===== src/rtl/exmon_pkg.sv =====
package exmon_pkg;
    localparam int XW = 32;

    typedef enum logic [1:0] {
        SEL_LO   = 2'd0,
        SEL_HI   = 2'd1,
        SEL_CTRL = 2'd2,
        SEL_NONE = 2'd3
    } cfg_sel_e;

    typedef struct packed {
        logic [XW-1:0] lo;
        logic [XW-1:0] hi;
        logic          armed;
    } guard_cfg_t;

    localparam logic [XW-1:0] TRAP_WORD = '0;
endpackage


===== src/rtl/exmon_cfg.sv =====
module exmon_cfg
    import exmon_pkg::*;
(
    input  logic          clk,
    input  logic          rst_n,
    input  logic          we,
    input  logic [1:0]    sel,
    input  logic [XW-1:0] wdata,
    output guard_cfg_t    cfg
);
    guard_cfg_t cfg_d, cfg_q;

    always_comb begin
        cfg_d = cfg_q;
        if (we && !cfg_q.armed) begin
            unique case (cfg_sel_e'(sel))
                SEL_LO:   cfg_d.lo = wdata;
                SEL_HI:   cfg_d.hi = wdata;
                SEL_CTRL: cfg_d.armed = wdata[0];
                default:  cfg_d = cfg_q;
            endcase
        end
    end

    always_ff @(posedge clk or negedge rst_n) begin
        if (!rst_n) cfg_q <= '0;
        else        cfg_q <= cfg_d;
    end

    assign cfg = cfg_q;

    AST_LOCK_STICKY: assert property (@(posedge clk) disable iff (!rst_n)
        cfg_q.armed |=> cfg_q.armed);
    AST_LO_FROZEN: assert property (@(posedge clk) disable iff (!rst_n)
        cfg_q.armed |=> $stable(cfg_q.lo));
    AST_HI_FROZEN: assert property (@(posedge clk) disable iff (!rst_n)
        cfg_q.armed |=> $stable(cfg_q.hi));
endmodule


===== src/rtl/exmon_window.sv =====
module exmon_window
    import exmon_pkg::*;
(
    input  logic          active,
    input  logic [XW-1:0] addr,
    input  logic [XW-1:0] lo,
    input  logic [XW-1:0] hi,
    output logic          hit
);
    logic above_lo, below_hi;

    always_comb begin
        above_lo = (addr >= lo);
        below_hi = (addr <= hi);
        hit      = active && above_lo && below_hi;
    end
endmodule


===== src/rtl/exec_guard.sv =====
module exec_guard
    import exmon_pkg::*;
#(
    parameter logic [31:0] FW_BASE = 32'hD000_0000,
    parameter logic [31:0] FW_SIZE = 32'h0000_0800
) (
    input  logic        clk,
    input  logic        rst_n,
    input  logic        cfg_we,
    input  logic [1:0]  cfg_sel,
    input  logic [31:0] cfg_wdata,
    input  logic [31:0] fetch_addr,
    input  logic        fetch_instr,
    input  logic [31:0] mem_rdata,
    output logic [31:0] cpu_rdata
);
    localparam logic [XW-1:0] FW_LAST = FW_BASE + FW_SIZE - 1;

    guard_cfg_t cfg;
    logic       usr_hit, fw_hit, block;

    exmon_cfg u_cfg (
        .clk   (clk),
        .rst_n (rst_n),
        .we    (cfg_we),
        .sel   (cfg_sel),
        .wdata (cfg_wdata),
        .cfg   (cfg)
    );

    exmon_window u_usr_win (
        .active (cfg.armed),
        .addr   (fetch_addr),
        .lo     (cfg.lo),
        .hi     (cfg.hi),
        .hit    (usr_hit)
    );

    generate
        if (FW_SIZE != 0) begin : g_fw
            exmon_window u_fw_win (
                .active (1'b1),
                .addr   (fetch_addr),
                .lo     (FW_BASE),
                .hi     (FW_LAST),
                .hit    (fw_hit)
            );
        end else begin : g_no_fw
            assign fw_hit = 1'b0;
        end
    endgenerate

    always_comb begin
        block     = fetch_instr && (usr_hit || fw_hit);
        cpu_rdata = block ? TRAP_WORD : mem_rdata;
    end

    AST_DATA_PASS: assert property (@(posedge clk) disable iff (!rst_n)
        !fetch_instr |-> cpu_rdata == mem_rdata);
    AST_FW_TRAP: assert property (@(posedge clk) disable iff (!rst_n)
        (fetch_instr && fw_hit) |-> cpu_rdata == TRAP_WORD);
    AST_OFF_NO_USR: assert property (@(posedge clk) disable iff (!rst_n)
        !cfg.armed |-> !usr_hit);
    AST_EMPTY_RANGE: assert property (@(posedge clk) disable iff (!rst_n)
        (cfg.lo > cfg.hi) |-> !usr_hit);
endmodule


===== config.mk =====
export PLATFORM = sky130hd
export DESIGN_NAME = exec_guard
export DESIGN_NICKNAME = d
export VERILOG_FILES = /design/src/rtl/exmon_pkg.sv /design/src/rtl/exmon_cfg.sv /design/src/rtl/exmon_window.sv /design/src/rtl/exec_guard.sv
export SDC_FILE = /design/constraint.sdc
export NUM_CORES = 1
export LEC_CHECK = 0
export CORE_ASPECT_RATIO = 0.5
export CORE_UTILIZATION = 30
export CTS_CLUSTER_DIAMETER = 100
export DETAILED_ROUTE_END_ITERATION = 6
export DONT_BUFFER_PORTS = 1
export SETUP_SLACK_MARGIN = 0.05
export SLEW_MARGIN = 10
export SYNTH_ARGS = -nofsm -noshare
export SYNTH_HDL_FRONTEND = slang
export SYNTH_SLANG_ARGS = --single-unit

===== constraint.sdc =====
create_clock -name clk -period 2.25 [get_ports clk]
set_clock_uncertainty 0.1 [all_clocks]
set_input_delay 0.45 -clock clk [delete_from_list [all_inputs] [get_ports clk]]
set_output_delay 0.45 -clock clk [all_outputs]
set_load 0.01 [all_outputs]

==> flow_summary.json <==
{
  "status": "complete, but fails checks",
  "violations": "setup timing",
  "ys_types": 37,
  "hp-class": "input port to flop",
  "synth_flop_cell": "dfrtp_1",
  "viasPerCell": 4.86,
  "min_period_ns": 3.04,
  "synth.yosys.seq_area_share_pct": 37.7,
  "std_cell_rows": 30,
  "leakagePower_nw": 2.72,
  "p_switching_mw": 2.43,
  "die_x_um": 172,
  "combPwrFrac_pct": 51.0,
  "crit_type": "flop to output pin",
  "cts_sinks": 65,
  "crit_fanout": 7,
  "reg2reg_depth": 4,
  "cp_num_buf_inv": 5,
  "hold_ws_ns": 0.135,
  "synthXorXnorAreaFrac_pct": 0,
  "fp.dieH_um": 86.8,
  "start_kind": "flop",
  "post-route-period-util_pct": 135,
  "timing.final.ws_setup_ns": -0.789,
  "io_buffers": 0,
  "ir_worst_vdd_mv": 0.469,
  "r2r_slack_ns": 0.63,
  "power_density_nw_per_um2": 1100,
  "pwr-share-seq_pct": 25.5,
  "cts_root_buffer": "clkbuf_16",
  "worst_path_max_delay_cell": "dfrtp_1",
  "antenna_found_initial": 0,
  "antenna_left": 0,
  "finalSetupViolations": 32,
  "drt-total-wl_mm": 11.7,
  "worstMarginPinSlew_ns": 0.442,
  "synth_simple_gate_area_share_pct": 16.4,
  "critical-path-top-delay-family": "buffers and inverters",
  "crit_chain": "inv_2 -> ha_4 -> nand4_1 -> nor3_2 -> buf_4 -> buf_6 -> nand3b_1 -> a31o_2 -> a32oi_4 -> buf_12 -> buf_16 -> a21oi_4",
  "core-area_sq_um": 13800,
  "synth_edf_count": 0,
  "pre_cts_slack_ns": -0.754,
  "p_sw_share_pct": 35.7,
  "nNetsFinal": 743,
  "grt_pass1_vias": 3558,
  "maxSlewHeadroom_pct": 70.5,
  "final_common_cell": "nand2_1",
  "n_antenna_cell": 0,
  "grt_usage_pct": 15.2,
  "ys_async_sr_fraction_pct": 100,
  "path_clk_slew_ns": 0.06,
  "crit_path_end_kind": "output pin",
  "cts_max_path_buffers": 2,
  "fill_cells": 1309,
  "areaGrowthSynthToFinish_pct": 43.2,
  "ioPinCount": 134,
  "crit_required_ns": 1.70,
  "drv_slew": 0,
  "synthCells": 523,
  "p_int_mw": 4.38,
  "synth-compound-area-share_pct": 18.3,
  "gp_congestion": 0.812,
  "detailed_place_hpwl_mm": 8.56,
  "cp_slowest_stage_delay_ns": 0.34,
  "grt_max_degree": 66,
  "first_pass_iters": 4,
  "reg2reg_to": "u_cfg.cfg[16]",
  "maxCapViolations": 0,
  "synth_mux_area_share_pct": 0.522,
  "start_util_pct": 31.3,
  "dp_cells": 741,
  "hold_end": "u_cfg.cfg[28]",
  "largest_register_ffs": 65,
  "die_area_sq_um": 14900,
  "startpoint": "u_cfg.cfg[47]",
  "drt-initial-drc-count": 114,
  "hold_depth": 2,
  "fin_cells": 774,
  "drc": 0,
  "rsz0062_at_grt": "yes",
  "synth_top_family_by_area": "adder cells",
  "final_cell_mix": "116 x nand2_1, 70 x o21ai_0, 65 x dfrtp_1",
  "cts_tree": "yes",
  "overflow": 0,
  "clk_latency_ns": 0.32,
  "multi_input_area_sq_um": 2970,
  "syn_avg_cell_area_sq_um": 8.24,
  "cts_made_buffers": 9,
  "reg2reg_from": "u_cfg.cfg[0]",
  "synth_fa_ha_area_share_pct": 18.6,
  "synthesis.nets": 689,
  "fmax_ghz": 0.329,
  "ys.warnings.count": 0,
  "syn_area_sq_um": 4310,
  "ys_seq_elements": 65,
  "layout-drive-gt1-share_pct": 26.1,
  "wire_per_inst_um": 15.1,
  "worst_hold_startpoint": "cfg_wdata[27]",
  "seq_area_sq_um": 1630,
  "cp.arrival_ns": 2.49,
  "hold_violations": 0,
  "grt_pass1_wl_mm": 17.3,
  "clkPwrFrac_pct": 23.5,
  "htree_levels": 3,
  "vias": 3760
}
[through the flow]
stage                     instance area (sq um)  TNS, ns  power [mW]  utilization [%]
after floorplan                            4790    -8.13        3.73                -
after detailed placement                   5330   -23.09        4.54             38.7
after global routing                       6170   -27.65        7.32             44.8
final                                      6170   -24.87        6.80             44.8
after global placement                     5330   -21.89        4.46             38.7
after CTS                                  5860   -27.94        6.37             42.6
[worst reg2reg max path: cells and delay by family (launching register included)]
family	cells	cell delay, ns
AO/OA/AOI/OAI	1	0.17
flip-flops	1	0.39
AND/OR/NAND/NOR	1	0.22
buffers and inverters	2	0.60
[per-layer routing]
metal	vias up	GRT usage [%]	share of wire, %
met2	108	26.1	47
met4	0	4.95	1.3
met3	16	6.16	9.5
met5	-	0	0
li1	1882	-	-
met1	1754	17.4	42
[power by group through the flow]
stage / Combinational (mW) / Sequential, mW / Clock, mW
detailed placement: 2.78 / 1.75 / 0
CTS: 3.00 / 1.74 / 1.62
global route: 3.87 / 1.78 / 1.67
floorplan: 2.01 / 1.72 / 0
global placement: 2.72 / 1.74 / 0
finish: 3.47 / 1.74 / 1.60
[cell type report]
class	count	share of cell area (%)
Clock buffer	11	3.77
Timing Repair Buffer	65	12.0
Inverter	68	4.14
Sequential cell	65	26.4
Tap cell	192	3.89
Multi-Input combinational cell	368	48.2
Clock inverter	5	1.68
[logic make-up after synthesis]
kind of cell	Yosys count
simple gates	158
compound gates	144
buf+inv	90
flops	65
fa+ha+maj	64
mux	2
[synthesized netlist by cell type (all sizes together) (2+ instances only)]
master    n  area, sq um
nor2      7         28.8
nor3      4         30.0
a21oi    57          304
nor4      4         31.3
dfrtp    65         1630
clkbuf   17         63.8
a221oi    2         17.5
a32oi     2         25.0
a211oi    2         15.0
nand2   117          439
nand3     7         35.0
buf       5         43.8
nand2b    3         18.8
inv      68          255
o21ai    75          375
nand4    10         68.8
ha       64          801
nor4b     2         23.8
mux2      2         22.5
[what timing repair did]
action,4_1_cts,5_1_grt
hold buffers,2,0
pin swaps,4,8
hold endpoints to repair,65,0
setup endpoints to repair,32,32
gates resized for setup,14,23
setup buffers,3,4
cloned,2,6
[how the worst max path moves through the flow]
stage | endpoint | cells after the start
floorplan | cpu_rdata[10] | 7
global placement | cpu_rdata[11] | 9
detailed placement | cpu_rdata[11] | 9
CTS | cpu_rdata[20] | 12
global route | cpu_rdata[8] | 10
finish | cpu_rdata[9] | 12
No activity file was read; power rests on OpenSTA's default activity.
